--- config.mk ---
export PLATFORM = sky130hd
export DESIGN_NAME = sector_hamming_ecc
export DESIGN_NICKNAME = d
export VERILOG_FILES = /design/src/rtl/ecc1_pkg.sv /design/src/rtl/ecc1_accum.sv /design/src/rtl/ecc1_check.sv /design/src/rtl/sector_hamming_ecc.sv
export SDC_FILE = /design/constraint.sdc
export NUM_CORES = 1
export LEC_CHECK = 0
export BUFFER_PORTS_ARGS = -buffer_cell sky130_fd_sc_hd__buf_4
export CAP_MARGIN = 20
export CORE_MARGIN = 1
export CORE_UTILIZATION = 52
export CTS_BUF_LIST = sky130_fd_sc_hd__clkbuf_16
export CTS_CLUSTER_DIAMETER = 40
export DETAILED_ROUTE_END_ITERATION = 7
export PLACE_DENSITY_LB_ADDON = 0.08
export RECOVER_POWER = 50
export SLEW_MARGIN = 20
export SYNTH_ARGS = -nofsm -noshare
export SYNTH_HDL_FRONTEND = slang
export SYNTH_SLANG_ARGS = --single-unit
--- constraint.sdc ---
create_clock -name clk_i -period 2.5 [get_ports clk_i]
set_clock_uncertainty 0.2 [all_clocks]
set_input_delay 0.25 -clock clk_i [delete_from_list [all_inputs] [get_ports clk_i]]
set_output_delay 0.25 -clock clk_i [all_outputs]
set_load 0.02 [all_outputs]
--- src/rtl/ecc1_pkg.sv ---
package ecc1_pkg;
  typedef enum logic [1:0] {
    ST_CLEAN    = 2'd0,
    ST_FIXED    = 2'd1,
    ST_ECC_ONLY = 2'd2,
    ST_UNCORR   = 2'd3
  } ecc_status_e;
endpackage

--- src/rtl/ecc1_accum.sv ---
module ecc1_accum #(
  parameter int SECTOR_BYTES = 512,
  parameter int ADDR_W       = $clog2(SECTOR_BYTES),
  parameter int GRP_W        = ADDR_W + 3
) (
  input  logic             clk_i,
  input  logic             rst_ni,
  input  logic             start_i,
  input  logic             valid_i,
  input  logic [7:0]       data_i,
  output logic [GRP_W-1:0] grp_hi_o,
  output logic [GRP_W-1:0] grp_lo_o,
  output logic             done_o
);
  localparam logic [ADDR_W-1:0] LAST_IDX = ADDR_W'(SECTOR_BYTES - 1);

  logic [ADDR_W-1:0] cnt_q, cnt_d, cur_cnt;
  logic              full_q, full_d, done_q;
  logic [GRP_W-1:0]  acc_hi_q, acc_lo_q, acc_hi_d, acc_lo_d;
  logic [GRP_W-1:0]  add_hi, add_lo;
  logic [2:0]        col_hi, col_lo;
  logic              take, last, byte_par;

  assign take    = valid_i && (start_i || !full_q);
  assign cur_cnt = start_i ? '0 : cnt_q;
  assign last    = take && (cur_cnt == LAST_IDX);

  // column parities by bit index, line parities by byte index
  always_comb begin
    col_hi = '0;
    col_lo = '0;
    for (int j = 0; j < 3; j++) begin
      for (int k = 0; k < 8; k++) begin
        if (k[j]) col_hi[j] = col_hi[j] ^ data_i[k];
        else      col_lo[j] = col_lo[j] ^ data_i[k];
      end
    end
    byte_par = ^data_i;
    add_hi = {(byte_par ? cur_cnt  : '0), col_hi};
    add_lo = {(byte_par ? ~cur_cnt : '0), col_lo};
  end

  always_comb begin
    acc_hi_d = start_i ? '0 : acc_hi_q;
    acc_lo_d = start_i ? '0 : acc_lo_q;
    if (take) begin
      acc_hi_d = acc_hi_d ^ add_hi;
      acc_lo_d = acc_lo_d ^ add_lo;
    end
    cnt_d  = cur_cnt + ADDR_W'(take);
    full_d = last ? 1'b1 : (start_i ? 1'b0 : full_q);
  end

  always_ff @(posedge clk_i or negedge rst_ni) begin
    if (!rst_ni) begin
      acc_hi_q <= '0;
      acc_lo_q <= '0;
      cnt_q    <= '0;
      full_q   <= 1'b0;
      done_q   <= 1'b0;
    end else begin
      acc_hi_q <= acc_hi_d;
      acc_lo_q <= acc_lo_d;
      cnt_q    <= cnt_d;
      full_q   <= full_d;
      done_q   <= last;
    end
  end

  assign grp_hi_o = acc_hi_q;
  assign grp_lo_o = acc_lo_q;
  assign done_o   = done_q;


  done_pulse_chk: assert property (@(posedge clk_i) disable iff (!rst_ni)
    done_q |=> !done_q);


  full_hold_chk: assert property (@(posedge clk_i) disable iff (!rst_ni)
    (full_q && !start_i) |=> ($stable(acc_hi_q) && $stable(acc_lo_q)));


  gap_hold_chk: assert property (@(posedge clk_i) disable iff (!rst_ni)
    (!valid_i && !start_i) |=> ($stable(acc_hi_q) && $stable(cnt_q)));
endmodule

--- src/rtl/ecc1_check.sv ---
module ecc1_check
  import ecc1_pkg::*;
#(
  parameter int SECTOR_BYTES = 512,
  parameter int ADDR_W       = $clog2(SECTOR_BYTES),
  parameter int GRP_W        = ADDR_W + 3,
  parameter int CODE_W       = 2 * GRP_W
) (
  input  logic [CODE_W-1:0] calc_i,
  input  logic [CODE_W-1:0] stored_i,
  output ecc_status_e       status_o,
  output logic [ADDR_W-1:0] err_byte_o,
  output logic [2:0]        err_bit_o
);
  localparam logic [ADDR_W:0] LIMIT = (ADDR_W + 1)'(SECTOR_BYTES);

  logic [CODE_W-1:0] diff;
  logic [GRP_W-1:0]  d_hi, d_lo;
  logic              paired, in_range, single;

  assign diff       = calc_i ^ stored_i;
  assign d_hi       = diff[CODE_W-1:GRP_W];
  assign d_lo       = diff[GRP_W-1:0];
  assign paired     = &(d_hi ^ d_lo);
  assign err_byte_o = d_hi[GRP_W-1:3];
  assign err_bit_o  = d_hi[2:0];
  assign in_range   = {1'b0, err_byte_o} < LIMIT;
  assign single     = (diff != '0) && ((diff & (diff - 1'b1)) == '0);

  always_comb begin
    if (diff == '0)   status_o = ST_CLEAN;
    else if (paired)  status_o = in_range ? ST_FIXED : ST_UNCORR;
    else if (single)  status_o = ST_ECC_ONLY;
    else              status_o = ST_UNCORR;
  end
endmodule

--- src/rtl/sector_hamming_ecc.sv ---
module sector_hamming_ecc
  import ecc1_pkg::*;
#(
  parameter int SECTOR_BYTES = 512,
  parameter int ADDR_W       = $clog2(SECTOR_BYTES),
  parameter int GRP_W        = ADDR_W + 3,
  parameter int CODE_W       = 2 * GRP_W
) (
  input  logic              clk_i,
  input  logic              rst_ni,
  input  logic              start_i,
  input  logic              valid_i,
  input  logic [7:0]        data_i,
  input  logic [CODE_W-1:0] stored_ecc_i,
  output logic [CODE_W-1:0] ecc_o,
  output logic              done_o,
  output logic [1:0]        status_o,
  output logic [ADDR_W-1:0] err_byte_o,
  output logic [2:0]        err_bit_o
);
  localparam logic [ADDR_W:0] LIMIT = (ADDR_W + 1)'(SECTOR_BYTES);

  logic [GRP_W-1:0] grp_hi, grp_lo;
  ecc_status_e      status_w;

  ecc1_accum #(
    .SECTOR_BYTES(SECTOR_BYTES), .ADDR_W(ADDR_W), .GRP_W(GRP_W)
  ) i_accum (
    .clk_i   (clk_i),
    .rst_ni  (rst_ni),
    .start_i (start_i),
    .valid_i (valid_i),
    .data_i  (data_i),
    .grp_hi_o(grp_hi),
    .grp_lo_o(grp_lo),
    .done_o  (done_o)
  );

  // inverted so an erased sector with erased check bytes is clean
  assign ecc_o = ~{grp_hi, grp_lo};

  ecc1_check #(
    .SECTOR_BYTES(SECTOR_BYTES), .ADDR_W(ADDR_W), .GRP_W(GRP_W), .CODE_W(CODE_W)
  ) i_check (
    .calc_i    (ecc_o),
    .stored_i  (stored_ecc_i),
    .status_o  (status_w),
    .err_byte_o(err_byte_o),
    .err_bit_o (err_bit_o)
  );

  assign status_o = status_w;


  done_after_byte_chk: assert property (@(posedge clk_i) disable iff (!rst_ni)
    done_o |-> $past(valid_i));


  fixed_range_chk: assert property (@(posedge clk_i) disable iff (!rst_ni)
    (done_o && status_o == 2'd1) |->
      ({1'b0, err_byte_o} < LIMIT && $countones(ecc_o ^ stored_ecc_i) == GRP_W));


  ecc_only_chk: assert property (@(posedge clk_i) disable iff (!rst_ni)
    (done_o && status_o == 2'd2) |-> $countones(ecc_o ^ stored_ecc_i) == 1);


  clean_chk: assert property (@(posedge clk_i) disable iff (!rst_ni)
    (done_o && status_o == 2'd0) |-> ecc_o == stored_ecc_i);
endmodule

==> impl_results.rst <==
.. list-table::
   :header-rows: 1

   * - Metric
     - Value
   * - DP Wirelength
     - 5.43 mm
   * - I/O pin cnt
     - 75
   * - Number of synthesized flops with an enable pin
     - 0
   * - Final setup violating endpoints
     - 1
   * - Startpoint of the worst setup timing path
     - i_accum.grp_lo_o[9]$_DFF_PN0_
   * - Number of max-slew violations in the final report
     - 0
   * - Status
     - finished with violations
   * - Global-route wire length before repair
     - 11.2 mm
   * - Slowest cell on the critical path
     - sky130_fd_sc_hd__dfrtp_1
   * - DRC violation total after the first TritonRoute iteration
     - roughly 150
   * - Share of the core filled with cells
     - 0.826
   * - Total iterations of the first detailed-routing run
     - 4
   * - FP Rows
     - 25
   * - Area overhead of the layout relative to synthesis
     - 51.6%
   * - Crit path time final
     - between 2 and 3 ns
   * - Number of sinks handled by clock tree synthesis
     - 35
   * - Number of standard cells in the layout, taps in and fillers out
     - 492
   * - Final net count
     - about 460
   * - Total Routing Usage GR
     - 0.285
   * - Routability congestion estimate from global placement
     - 0.892
   * - Number of max-cap violations
     - 0
   * - Initial antenna violation count
     - 0
   * - Floorplan die width
     - 72.6 microns
   * - Gate count of the mapped netlist
     - ~290
   * - CTS buffer count
     - 5
   * - Multi-input combinational cell area
     - 0.00174 sq mm
   * - Crit path largest cell delay
     - approximately 0.43 ns
   * - Maximum count of clock buffers along a single path
     - 2
   * - Cells traversed along the worst timing path
     - xnor2_2 > nor4b_4 > nand2_2 > o31ai_2 > a32oi_1 > nor4_2 > o2111ai_1 > a21boi_2 > buf_6
   * - Violated checks
     - negative setup slack
   * - Post-Synthesis Net Count
     - 329
   * - Floorplan Core Area
     - 0.00475 sq mm
   * - Post-detailed-route count of antenna-violating nets
     - 0
   * - Final setup margin
     - -0.398 ns
   * - Number of H-tree branching levels
     - 2
   * - Average via count per standard cell
     - 5.12
   * - Commonest cells after routing, fill and taps aside
     - sky130_fd_sc_hd__buf_4 (114), sky130_fd_sc_hd__xnor2_1 (48), sky130_fd_sc_hd__nor2_1 (40)
   * - Number of global-route vias before repair
     - about 2,300
   * - Number of fill cells in the layout
     - about 310
   * - Count of unique library cells instantiated by Yosys
     - 46
   * - Sequential area share after synthesis
     - 0.338
   * - Period utilisation layout
     - 1.16
   * - Dominant delay contributor by cell family on the critical path
     - simple AND/OR/NAND/NOR gates
   * - Instance count after placement with tap cells included
     - 471
   * - Flip-flop and latch count after synthesis
     - 35
   * - Die Area
     - 0.00527 sq mm
   * - Final Total Pwr
     - 3070 uW
   * - Endpoints failing hold
     - 0
   * - Post-route standard cell area excluding fillers
     - 0.00393 sq mm
   * - Post-CTS clock slew at the launch and capture registers of the worst setup and hold paths
     - 0.06 ns
   * - Tightest Hold Check Type
     - primary input to flip-flop
   * - Initial standard-cell utilization of the core
     - 0.545
   * - Kind of capture point of the worst setup path
     - primary output
   * - Routed length per instance
     - 15.3 microns
   * - Average instance area after synthesis
     - 8.90 sq um
   * - Most common cell after layout, fill and taps aside
     - sky130_fd_sc_hd__buf_4
   * - Number of diodes added for antenna fixing
     - 0
   * - Endpoint required time on the critical path
     - 2.05 ns
   * - Sum of overflow across all layers after global routing
     - 0
   * - P_leak
     - 0.00175 uW
   * - WS Path Type
     - flip-flop to primary output
   * - Headroom to the max-slew limit
     - 0.416
   * - Clk_lat worst skew
     - roughly 0.28 ns
   * - Number of design rule violations left after detail routing
     - 0
   * - Worst hold path startpoint
     - start_i
   * - CTS tree
     - done
   * - Cell area power density
     - 783 mW/mm^2
   * - Maximum number of pins on one net before global-route repair
     - 36
   * - Netlist area before placement
     - 0.00259 sq mm
   * - Maximum clock frequency
     - 0.345 GHz
   * - Vertical die dimension
     - 72.6 microns
   * - Critical register-to-register path startpoint
     - i_accum.full_q$_DFFE_PN0P_
   * - CTS Root Buffer Type
     - sky130_fd_sc_hd__clkbuf_16
   * - Sequential cell area
     - 877 sq um
   * - Pin slew with the least headroom to its limit
     - 0.877 ns
   * - Detailed Route WL
     - around 7.5 mm
   * - Share of synthesized registers carrying an async set or reset
     - 1.00
   * - Buffers & Inverters on Critical Path
     - 1
   * - Setup repair after global routing missed its margin
     - yes
   * - Critical Path Source Type
     - flip-flop
   * - Overall via count from detail_route
     - 2,517
   * - Share of layout cells above drive strength 1
     - 0.393
   * - Flip-flop cell with the highest count after synthesis
     - sky130_fd_sc_hd__dfrtp_1
   * - IR drop worst, VDD
     - 0.000563 V
   * - Data arrival time of the critical path
     - around 2.5 ns
   * - Count of synthesis-stage warnings from yosys
     - 0
   * - Buffers added on ports
     - 74
   * - Instance area after placement
     - 0.00357 sq mm
   * - Largest fanout on the critical path
     - 5
-- power breakdown --
part	switching [uW]	internal (uW)	leakage, uW
combinational	858	837	0.00122
clock	244	372	0.0000664
sequential	104	659	0.000463
total	1210	1870	0.00175
-- through the flow --
step / setup TNS (ns) / hold WS [ns] / worst slack [ns]
after floorplan: 0 / -0.246 / 0.0595
after global placement: -0.102 / 0.0220 / -0.102
after detailed placement: -0.127 / 0.0279 / -0.127
after CTS: -0.349 / 0.0673 / -0.349
after global routing: -0.549 / 0.0923 / -0.523
final: -0.398 / 0.0693 / -0.398
-- cell usage after synthesis (2+ instances only) --
| cell | n | area [sq um] |
|---|---|---|
| sky130_fd_sc_hd__ha_1 | 2 | 25.0 |
| sky130_fd_sc_hd__clkbuf_1 | 3 | 11.3 |
| sky130_fd_sc_hd__a21boi_1 | 2 | 15.0 |
| sky130_fd_sc_hd__inv_1 | 29 | 109 |
| sky130_fd_sc_hd__nor4_1 | 4 | 25.0 |
| sky130_fd_sc_hd__xnor2_2 | 5 | 81.3 |
| sky130_fd_sc_hd__nor3_1 | 3 | 15.0 |
| sky130_fd_sc_hd__o31ai_1 | 9 | 67.6 |
| sky130_fd_sc_hd__nand4_1 | 4 | 25.0 |
| sky130_fd_sc_hd__xnor2_1 | 59 | 517 |
| sky130_fd_sc_hd__nor3_2 | 2 | 20.0 |
| sky130_fd_sc_hd__nand2b_1 | 11 | 68.8 |
| sky130_fd_sc_hd__xor2_2 | 3 | 48.8 |
| sky130_fd_sc_hd__o21ai_1 | 8 | 40.0 |
| sky130_fd_sc_hd__a31oi_1 | 2 | 12.5 |
| sky130_fd_sc_hd__nand3_1 | 6 | 30.0 |
| sky130_fd_sc_hd__a21oi_1 | 3 | 15.0 |
| sky130_fd_sc_hd__o21ai_0 | 8 | 40.0 |
| sky130_fd_sc_hd__nor2b_1 | 3 | 18.8 |
| sky130_fd_sc_hd__xor2_1 | 7 | 61.3 |
| sky130_fd_sc_hd__nand2_1 | 18 | 67.6 |
| sky130_fd_sc_hd__nor3_4 | 2 | 32.5 |
| sky130_fd_sc_hd__buf_1 | 2 | 7.51 |
| sky130_fd_sc_hd__nor2_1 | 40 | 150 |
| sky130_fd_sc_hd__dfrtp_1 | 35 | 876 |
-- flip-flops by register name, indices dropped and copies added (netlist names) --
register	flops
i_accum.grp_hi_o	12
i_accum.grp_lo_o	12
i_accum.cnt_q	9
i_accum.done_o	1
i_accum.full_q	1
-- cell families (layout without fill, tap and decap cells) --
| group | Yosys count | count (layout) | synth area share |
|---|---|---|---|
| buffers and inverters | 36 | 170 | 0.0527 |
| adder cells (fa/ha/maj) | 2 | 2 | 0.00966 |
| AO/OA/AOI/OAI | 38 | 38 | 0.0928 |
| AND/OR/NAND/NOR | 105 | 105 | 0.223 |
| XOR/XNOR | 75 | 75 | 0.284 |
| flip-flops | 35 | 35 | 0.338 |
-- worst register-to-register path: stages, from the launching register on --
cell and delay [ns]:
sky130_fd_sc_hd__dfrtp_1 0.36, sky130_fd_sc_hd__nand2b_1 0.08, sky130_fd_sc_hd__nand2_1 0.07, sky130_fd_sc_hd__inv_1 0.09, sky130_fd_sc_hd__and2_1 0.42, sky130_fd_sc_hd__nand2_1 0.17, sky130_fd_sc_hd__xnor2_1 0.17, sky130_fd_sc_hd__nor2_1 0.05
-- final cells by class --
class / count / share of cell area
Inverter: 30 / 0.0287
Sequential cell: 35 / 0.223
Timing Repair Buffer: 132 / 0.247
Clock inverter: 3 / 0.00605
Tap cell: 67 / 0.0213
Clock buffer: 5 / 0.0319
Multi-Input combinational cell: 220 / 0.442
-- metal layers --
metal | global-route usage | share of wire | wire length, microns
met5 | 0 | 0 | 0
met1 | 0.354 | 0.42 | 3160
met3 | 0.0401 | 0.040 | 300
met2 | 0.514 | 0.52 | 3900
met4 | 0.0806 | 0.021 | 160
-- repair_timing --
item / CTS / global route
hold buffers: 1 / 0
hold endpoints to repair: 35 / 0
endpoints found under the setup margin: 2 / 2
pin swaps: 11 / 15
setup buffers: 9 / 3
gates resized for setup: 12 / 16
-- path summary, 6_finish.rpt --
check,to,slack (ns),depth (start not counted)
max,status_o[0],-0.40,9
min,i_accum.grp_hi_o[4]$_DFF_PN0_,0.07,2
max reg2reg,i_accum.grp_hi_o[8]$_DFF_PN0_,0.78,7
min reg2reg,i_accum.full_q$_DFFE_PN0P_,0.28,2
max in group asynchronous,i_accum.grp_hi_o[7]$_DFF_PN0_,1.07,2
min in group asynchronous,i_accum.grp_hi_o[8]$_DFF_PN0_,0.42,2
(Power assumes the default switching activity.)
